==> src/rtl/tdm_fsync_pkg.sv <==
package tdm_fsync_pkg;
    localparam int SLOT_W = 3;
    localparam int SZ_W   = 2;
    localparam int BIT_W  = 5;
    localparam int POS_W  = SLOT_W + BIT_W;
    localparam int TOT_W  = POS_W + 1;

    typedef enum logic [1:0] {
        FSW_BIT  = 2'd0,
        FSW_SLOT = 2'd1,
        FSW_HALF = 2'd2,
        FSW_RSVD = 2'd3
    } fsw_mode_e;

    typedef enum logic {
        ST_IDLE = 1'b0,
        ST_RUN  = 1'b1
    } seq_state_e;

    typedef struct packed {
        logic [SLOT_W-1:0] slots;
        logic [SZ_W-1:0]   size;
        fsw_mode_e         width;
        logic              inv;
    } frame_cfg_t;

    // Bits per slot: 8 * (code + 1)
    function automatic logic [BIT_W:0] slot_bits(input logic [SZ_W-1:0] code);
        logic [BIT_W:0] n;
        n = {{(BIT_W+1-SZ_W){1'b0}}, code} + 1'b1;
        return n << 3;
    endfunction
endpackage

==> src/rtl/tdm_cfg_shadow.sv <==
module tdm_cfg_shadow
    import tdm_fsync_pkg::*;
(
    input  logic       clk,
    input  logic       rst_n,
    input  logic       load,
    input  frame_cfg_t d,
    output frame_cfg_t q
);
    always_ff @(posedge clk) begin
        if (!rst_n) begin
            q <= '0;
        end else if (load) begin
            q <= d;
        end
    end
endmodule

==> src/rtl/tdm_pos_counter.sv <==
module tdm_pos_counter #(
    parameter int SLOT_W = 3,
    parameter int BIT_W  = 5,
    parameter int POS_W  = SLOT_W + BIT_W
) (
    input  logic              clk,
    input  logic              rst_n,
    input  logic              step,
    input  logic [BIT_W-1:0]  last_bit,
    input  logic [SLOT_W-1:0] last_slot,
    output logic [BIT_W-1:0]  bit_idx,
    output logic [SLOT_W-1:0] slot_idx,
    output logic [POS_W-1:0]  pos,
    output logic              frame_wrap
);
    logic end_slot;

    always_comb begin
        end_slot   = (bit_idx == last_bit);
        frame_wrap = step && end_slot && (slot_idx == last_slot);
    end

    always_ff @(posedge clk) begin
        if (!rst_n) begin
            bit_idx  <= '0;
            slot_idx <= '0;
            pos      <= '0;
        end else if (step) begin
            if (end_slot) begin
                bit_idx <= '0;
                if (slot_idx == last_slot) begin
                    slot_idx <= '0;
                    pos      <= '0;
                end else begin
                    slot_idx <= slot_idx + 1'b1;
                    pos      <= pos + 1'b1;
                end
            end else begin
                bit_idx <= bit_idx + 1'b1;
                pos     <= pos + 1'b1;
            end
        end
    end
endmodule

==> src/rtl/tdm_sync_shaper.sv <==
module tdm_sync_shaper
    import tdm_fsync_pkg::*;
(
    input  frame_cfg_t        cfg,
    input  logic              running,
    input  logic [SLOT_W-1:0] slot_idx,
    input  logic [BIT_W-1:0]  bit_idx,
    input  logic [POS_W-1:0]  pos,
    output logic              fsync
);
    logic [TOT_W-1:0] total;
    logic [TOT_W-1:0] half;
    logic             second_half;
    logic             pulse;

    always_comb begin
        total       = TOT_W'({1'b0, cfg.slots} + 1'b1) * TOT_W'(slot_bits(cfg.size));
        half        = total >> 1;
        second_half = ({1'b0, pos} >= half);
        unique case (cfg.width)
            FSW_SLOT: pulse = (slot_idx == '0);
            FSW_HALF: pulse = second_half;
            FSW_BIT,
            FSW_RSVD: pulse = (slot_idx == '0) && (bit_idx == '0);
            default:  pulse = 1'b0;
        endcase
        fsync = running ? (pulse ^ cfg.inv) : 1'b0;
    end
endmodule

==> src/rtl/tdm_fsync_gen.sv <==
module tdm_fsync_gen
    import tdm_fsync_pkg::*;
(
    input  logic              clk,
    input  logic              rst_n,
    input  logic              bit_en,
    input  logic [SLOT_W-1:0] cfg_slots,
    input  logic [SZ_W-1:0]   cfg_size,
    input  logic [1:0]        cfg_width,
    input  logic              cfg_inv,
    output logic              fsync,
    output logic [SLOT_W-1:0] slot_idx,
    output logic [BIT_W-1:0]  bit_idx,
    output logic              slot_start,
    output logic              frame_start
);
    seq_state_e       state_q, state_d;
    frame_cfg_t       cfg_in, cfg_q;
    logic             running;
    logic             step;
    logic             load;
    logic             frame_wrap;
    logic [POS_W-1:0] pos;
    logic [BIT_W-1:0] last_bit;

    always_comb begin
        cfg_in.slots = cfg_slots;
        cfg_in.size  = cfg_size;
        cfg_in.width = fsw_mode_e'(cfg_width);
        cfg_in.inv   = cfg_inv;
        last_bit     = BIT_W'(slot_bits(cfg_q.size) - 1'b1);
    end

    // State register
    always_ff @(posedge clk) begin
        if (!rst_n) state_q <= ST_IDLE;
        else        state_q <= state_d;
    end

    // Next state: IDLE_TO_RUN on first bit enable, RUN holds
    always_comb begin
        state_d = state_q;
        unique case (state_q)
            ST_IDLE: if (bit_en) state_d = ST_RUN;
            ST_RUN:  state_d = ST_RUN;
            default: state_d = ST_IDLE;
        endcase
    end

    // Outputs and controls
    always_comb begin
        running     = (state_q == ST_RUN);
        step        = running && bit_en;
        load        = bit_en && (!running || frame_wrap);
        slot_start  = running && (bit_idx == '0);
        frame_start = slot_start && (slot_idx == '0);
    end

    tdm_cfg_shadow u_shadow (
        .clk   (clk),
        .rst_n (rst_n),
        .load  (load),
        .d     (cfg_in),
        .q     (cfg_q)
    );

    tdm_pos_counter #(
        .SLOT_W (SLOT_W),
        .BIT_W  (BIT_W),
        .POS_W  (POS_W)
    ) u_cnt (
        .clk        (clk),
        .rst_n      (rst_n),
        .step       (step),
        .last_bit   (last_bit),
        .last_slot  (cfg_q.slots),
        .bit_idx    (bit_idx),
        .slot_idx   (slot_idx),
        .pos        (pos),
        .frame_wrap (frame_wrap)
    );

    tdm_sync_shaper u_shape (
        .cfg      (cfg_q),
        .running  (running),
        .slot_idx (slot_idx),
        .bit_idx  (bit_idx),
        .pos      (pos),
        .fsync    (fsync)
    );
endmodule

==> config.mk <==
export PLATFORM = sky130hd
export DESIGN_NAME = tdm_fsync_gen
export DESIGN_NICKNAME = d
export VERILOG_FILES = /design/src/rtl/tdm_fsync_pkg.sv /design/src/rtl/tdm_cfg_shadow.sv /design/src/rtl/tdm_pos_counter.sv /design/src/rtl/tdm_sync_shaper.sv /design/src/rtl/tdm_fsync_gen.sv
export SDC_FILE = /design/constraint.sdc
export NUM_CORES = 1
export LEC_CHECK = 0
export ABC_AREA = 1
export BUFFER_PORTS_ARGS = -buffer_cell sky130_fd_sc_hd__buf_2
export CAP_MARGIN = 10
export CORE_MARGIN = 2
export CORE_UTILIZATION = 30
export DETAILED_ROUTE_END_ITERATION = 6
export HOLD_SLACK_MARGIN = 0.02
export MAX_ROUTING_LAYER = met4
export PLACE_DENSITY_LB_ADDON = 0.15
export SLEW_MARGIN = 20
export SYNTH_ARGS = -nofsm -noshare
export SYNTH_HDL_FRONTEND = slang
export SYNTH_SLANG_ARGS = --single-unit
==> constraint.sdc <==
create_clock -name clk -period 3.5 [get_ports clk]
set_clock_uncertainty 0.15 [all_clocks]
set_input_delay 0.175 -clock clk [delete_from_list [all_inputs] [get_ports clk]]
set_output_delay 0.175 -clock clk [all_outputs]
set_load 0.1 [all_outputs]
==> results.sh, run 1 <==
export IMPL_synth_adder_area_share=0.178
export IMPL_grt_pass1_vias=1523
export IMPL_die_area_um2=6700
export IMPL_final_critical_path_setup_slack_ns=-0.306
export IMPL_worstPathCellList="ha_4 > or2_4 > nand2_4 > inv_2 > nand2_2 > fa_1 > inv_2 > ha_4 > a21o_1 > a21oi_2 > xor2_1 > ha_1 > a21o_1 > nor2_1 > nand2_1 > nand2_1 > nand2_2 > nand3_2 > nand2_2 > nor2_4 > buf_12"
export IMPL_grt_pass1_wl_mm=7.02
export IMPL_relSlewSlack=0.678
export IMPL_period_needed_ns=3.81
export IMPL_crit_path_max_incr_delay_ns=0.43
export IMPL_ios=22
export IMPL_hold_path_class="primary input to flop"
export IMPL_cts_inserted_buffers=3
export IMPL_tightest_slew_ns=0.486
export IMPL_port_buffer_count=21
export IMPL_h_tree_depth=1
export IMPL_final_common_cell="inv_1"
export IMPL_drt_first_iter_violations=41
export IMPL_seqCellArea_um2=503
export IMPL_place_inst=365
export IMPL_cts_root_buffer="clkbuf_8"
export IMPL_multi_input_area_um2=1180
export IMPL_die_w_um=81.8
export IMPL_synth_compound_area_frac=0.0847
export IMPL_wl_mm=4.07
export IMPL_ys_seq_area_frac=0.275
export IMPL_synth_warnings=0
export IMPL_cp_required_ns=3.17
export IMPL_drt_wirelength_per_cell_um=11.0
export IMPL_rsz0062_at_grt="true"
export IMPL_vdd_ir_drop_worst_mv=0.168
export IMPL_holdPathStages=5
export IMPL_drv_cap=0
export IMPL_start_kind="flop"
export IMPL_synth_nets=300
export IMPL_timing_final_crit_share=1.09
export IMPL_start_util=0.309
export IMPL_drive_gt1_frac=0.209
export IMPL_yosys_register_bits=25
export IMPL_crit_path_end_kind="output port"
export IMPL_final_cell_mix="inv_1 (48), nand2_1 (47), nor2_1 (30)"
export IMPL_worst_setup_path_type="flop to output port"
export IMPL_cts_buffer_depth=2
export IMPL_p_total_uw=696
export IMPL_final_max_slew_viol_count=0
export IMPL_grt_max_degree=21
export IMPL_synth_mux_area_frac=0
export IMPL_ant_nets=0
export IMPL_min_to="u_shadow.q[4]"
export IMPL_drc_errors=0
export IMPL_status="finished with violations"
export IMPL_antenna_found_initial=0
export IMPL_grt_overflow=0
export IMPL_via_per_inst=4.43
export IMPL_rr_worst_depth=10
export IMPL_cts_tree="done"
export IMPL_gp_congestion=0.753
export IMPL_timing_rr_start="u_shadow.q[3]"
export IMPL_layoutNonFillerInstCount=371
export IMPL_cp_data_arrival_time_ns=3.48
export IMPL_antenna_cells=0
export IMPL_worstSkewPairLatency_ns=0.28
export IMPL_synth_top_family_by_area="simple AND/OR/NAND/NOR gates"
export IMPL_hold_viol=0
export IMPL_synthCells=265
export IMPL_p_per_area_nw_per_um2=314
export IMPL_p_leak_uw=0.00107
export IMPL_num_rows=28
export IMPL_grt_usage=0.138
export IMPL_via_count=1643
export IMPL_first_pass_iters=4
export IMPL_cts_sinks=25
export IMPL_syn_avg_cell_area_um2=6.86
export IMPL_synth_xor_area_share=0.0530
export IMPL_dp_hpwl_mm=3.20
export IMPL_clk_pin_slew_ns=0.09
export IMPL_critPathSlowestCell="fa_1"
export IMPL_violations="negative setup slack"
export IMPL_core_area_um2=5890
export IMPL_final_core_util=0.376
export IMPL_timing_reg2reg_setup_slack_ns=1.43
export IMPL_holdBufCountCts=0
export IMPL_crit_path_frequent_cell="nand2_2"
export IMPL_tns_ns=-0.306
export IMPL_yosys_area_share_simple=0.289
export IMPL_synth_distinct_cells=27
export IMPL_nFillCells=663
export IMPL_crit_fanout=3
export IMPL_hold_start="cfg_size[1]"
export IMPL_finalSetupViolations=1
export IMPL_area_growth_pct=21.8
export IMPL_fin_nets=332
export IMPL_syn_area_um2=1820
export IMPL_fmax_mhz=263
export IMPL_die_y_um=81.8
export IMPL_rr_endpoint="u_cnt.slot_idx[2]"
[sequential cells by signal, indices dropped and copies added (netlist names)]
register and cells:
u_cnt.pos 8, u_shadow.q 8, u_cnt.bit_idx 5, u_cnt.slot_idx 3, running 1
[kinds of logic after synthesis]
logic type	Yosys count
simple gates	121
buf+inv	56
compound gates	28
flops	25
fa+ha+maj	24
xor+xnor	11
[per-stage QoR]
stage                     hold WS [ns]  area, µm²  setup slack, ns
final                           0.0619       2210           -0.306
after global routing            0.0972       2210           -0.501
after CTS                       0.0626       2180           -0.349
after detailed placement         0.350       2110           -0.138
after global placement           0.344       2110          -0.0944
after floorplan                  0.163       1860           -0.162
[repair_timing]
action                     4_1_cts  5_1_grt
pin swaps                       11        1
resized for setup                6        5
setup buffers                    1        1
setup endpoints to repair        1        1
[per-layer routing]
layer,global-route usage,routed length (µm),vias to the layer above
met5,-,0,-
met4,0.0400,49,0
met3,0.0165,81,5
met2,0.220,1860,19
met1,0.185,2080,729
li1,-,-,890
[power breakdown]
group	internal [µW]	switching (µW)	total, µW	leakage, µW
sequential	295	11.3	307	0.000205
clock	79.9	98.6	179	0.0000255
combinational	76.3	135	211	0.000844
[cell usage after synthesis]
master     n  share of area
a21oi_1   17          0.047
nand3_1   21          0.058
nor3_1     8          0.022
or2_2      1         0.0034
nand2_1   51           0.11
a22oi_1    2         0.0083
buf_6      1         0.0062
xor2_1     6          0.029
nand3b_1   1         0.0041
xnor2_1    5          0.024
nor4_1     1         0.0034
o21ai_0    6          0.017
fa_1       3          0.033
buf_2      1         0.0028
inv_2      1         0.0021
nor3_2     1         0.0055
dfxtp_1   25           0.28
ha_1      21           0.14
inv_1     50           0.10
nor2_1    31          0.064
nand4_1    2         0.0069
o21ai_2    1         0.0048
nand2_4    1         0.0062
a21o_1     2         0.0083
nand2_2    2         0.0069
nor2_2     1         0.0034
clkbuf_1   3         0.0062
[worst max path at each step]
| stage | from | cells after the start | endpoint | slack, ns |
|---|---|---|---|---|
| 2_1_floorplan | u_shadow.q[5] | 20 | fsync | -0.16 |
| 3_3_place_gp | u_shadow.q[5] | 21 | fsync | -0.09 |
| 3_5_place_dp | u_shadow.q[5] | 21 | fsync | -0.14 |
| 4_1_cts | u_shadow.q[6] | 21 | fsync | -0.35 |
| 5_1_grt | u_shadow.q[6] | 21 | fsync | -0.50 |
| 6_report | u_shadow.q[6] | 21 | fsync | -0.31 |
[worst max-delay path, delay by kind of cell, from the launching register on]
kind / cells / cell delay, ns
flip-flops: 1 / 0.35
buffers and inverters: 3 / 0.33
XOR/XNOR: 1 / 0.16
adder cells (fa/ha/maj): 4 / 1.04
AND/OR/NAND/NOR: 10 / 0.90
AO/OA/AOI/OAI: 3 / 0.43
[area by class of cell]
type                            count  share of cell area
Multi-Input combinational cell    184               0.532
Inverter                           51              0.0864
Clock inverter                      1             0.00226
Timing Repair Buffer               32              0.0915
Clock buffer                        3              0.0186
Tap cell                           75              0.0424
Sequential cell                    25               0.227
(Power assumes the default switching activity.)
==> run 2, diff against run 1 <==
--- a/config.mk
+++ b/config.mk
@@ -13,7 +13,7 @@
 export DETAILED_ROUTE_END_ITERATION = 6
 export HOLD_SLACK_MARGIN = 0.02
 export MAX_ROUTING_LAYER = met4
-export PLACE_DENSITY_LB_ADDON = 0.15
+export PLACE_DENSITY = 0.46
 export SLEW_MARGIN = 20
 export SYNTH_ARGS = -nofsm -noshare
 export SYNTH_HDL_FRONTEND = slang
==> results.sh, run 2 (synthesized netlist as in run 1, its figures left out) <==
export IMPL_start_kind="flop"
export IMPL_worst_setup_path_type="flop to output port"
export IMPL_die_y_um=81.8
export IMPL_grt_max_degree=21
export IMPL_cts_tree="done"
export IMPL_dpl_cell_area_um2=2120
export IMPL_status="finished with violations"
export IMPL_tns_ns=-0.326
export IMPL_drt_first_iter_violations=41
export IMPL_cp_data_arrival_time_ns=3.50
export IMPL_fmax_mhz=261
export IMPL_grt_pass1_wl_mm=6.96
export IMPL_final_critical_path_setup_slack_ns=-0.326
export IMPL_via_per_inst=4.42
export IMPL_final_cell_mix="inv_1 (47), nand2_1 (46), nor2_1 (30)"
export IMPL_nFillCells=642
export IMPL_seqPwrFrac=0.440
export IMPL_cts_buffer_depth=2
export IMPL_finalSetupViolations=1
export IMPL_violations="negative setup slack"
export IMPL_final_area_um2=2240
export IMPL_ios=22
export IMPL_ant_nets=0
export IMPL_cts_root_buffer="clkbuf_8"
export IMPL_p_per_area_nw_per_um2=311
export IMPL_final_core_util=0.381
export IMPL_die_area_um2=6700
export IMPL_drv_cap=0
export IMPL_crit_fanout=3
export IMPL_fin_nets=333
export IMPL_area_growth_pct=23.5
export IMPL_final_max_slew_viol_count=0
export IMPL_num_rows=28
export IMPL_timing_reg2reg_setup_slack_ns=1.53
export IMPL_grt_overflow=0
export IMPL_period_needed_ns=3.83
export IMPL_grt_pass1_vias=1548
export IMPL_crit_path_end_kind="output port"
export IMPL_drc_errors=0
export IMPL_start_util=0.309
export IMPL_clk_pin_slew_ns=0.09
export IMPL_h_tree_depth=1
export IMPL_tightest_slew_ns=0.487
export IMPL_p_int_uw=454
export IMPL_pwr_share_comb=0.305
export IMPL_vdd_ir_drop_worst_mv=0.151
export IMPL_cts_inserted_buffers=3
export IMPL_first_pass_iters=4
export IMPL_rsz0062_at_grt="true"
export IMPL_relSlewSlack=0.678
export IMPL_final_common_cell="inv_1"
export IMPL_port_buffer_count=21
export IMPL_antenna_found_initial=0
export IMPL_antenna_cells=0
export IMPL_hold_viol=0
export IMPL_core_area_um2=5890
export IMPL_p_total_uw=698
export IMPL_p_leak_uw=0.00109
export IMPL_timing_final_crit_share=1.09
export IMPL_die_w_um=81.8
export IMPL_drive_gt1_frac=0.222
export IMPL_wl_mm=4.06
export IMPL_clockPowerShare=0.255
export IMPL_holdBufCountCts=0
export IMPL_grt_usage=0.136
export IMPL_via_count=1645
export IMPL_cp_required_ns=3.17
export IMPL_drt_wirelength_per_cell_um=10.9
export IMPL_gp_congestion=0.806
export IMPL_top_regs="u_cnt.pos x8, u_shadow.q x8, u_cnt.bit_idx x5"
export IMPL_p_sw_uw=245
export IMPL_whs_ns=0.0654
export IMPL_dp_hpwl_mm=3.22
export IMPL_cts_sinks=25
export IMPL_worstSkewPairLatency_ns=0.28
export IMPL_hold_path_class="primary input to flop"
export IMPL_netSwitchingFraction=0.350
-- run 2: changes by cell type in the layout (fill, tap and decap cells not counted), sizes merged --
cell / before / now
buf: 32 / 33
-- run 2: final timing paths --
check / from / depth (start not counted) / to
setup / recovery: u_shadow.q[5] / 20 / fsync
hold / removal: cfg_size[1] / 5 / u_shadow.q[4]
setup reg to reg: u_shadow.q[3] / 10 / u_cnt.slot_idx[2]
hold reg to reg: u_cnt.bit_idx[1] / 2 / u_cnt.bit_idx[1]
-- run 2: repair_timing --
| action | CTS | global route |
|---|---|---|
| setup buffers | 2 | 0 |
| gates resized for setup | 9 | 7 |
| setup endpoints to repair | 1 | 1 |
| pin swaps | 12 | 7 |
-- run 2: power by group through the flow --
stage	logic, µW	registers, µW	clock network (µW)
3_5_place_dp	204	312	0
3_3_place_gp	203	312	0
6_report	213	307	178
2_1_floorplan	135	323	0
5_1_grt	242	309	196
4_1_cts	214	308	185
-- run 2: critical path, stage by stage, from the launching register on --
cell,delay (ns)
dfxtp_2,0.35
buf_4,0.14
inv_2,0.07
buf_4,0.12
nand2_1,0.07
fa_1,0.53
inv_1,0.04
ha_1,0.22
fa_1,0.49
inv_1,0.04
ha_1,0.28
nand2_1,0.09
a21oi_2,0.06
nor2_1,0.10
nand2_1,0.09
nand2_1,0.08
nand2_2,0.06
nand3_2,0.06
nand2_2,0.06
nor2_4,0.14
buf_12,0.18
-- run 2: layer usage --
layer | up-vias | track usage | wire [µm]
met5 | - | - | 0
met4 | 0 | 0.0400 | 53
met3 | 5 | 0.0165 | 95
met2 | 20 | 0.220 | 1840
met1 | 721 | 0.178 | 2070
li1 | 899 | - | -
-- run 2: through the flow --
| step | instances | setup slack [ns] |
|---|---|---|
| detailed placement | 366 | -0.170 |
| finish | 372 | -0.326 |
| global route | 372 | -0.550 |
| CTS | 372 | -0.338 |
| floorplan | 265 | -0.162 |
| global placement | 366 | -0.0963 |
-- run 2: area by class of cell --
cell class,instances,area (µm²),area share
multi-input cells,184,1200,0.533
flip-flops and latches,25,507,0.226
repair buffers,33,210,0.0936
inverters,51,191,0.0853
well taps,75,93.8,0.0418
clock buffers,3,41.3,0.0184
clock inverters,1,5.00,0.00223
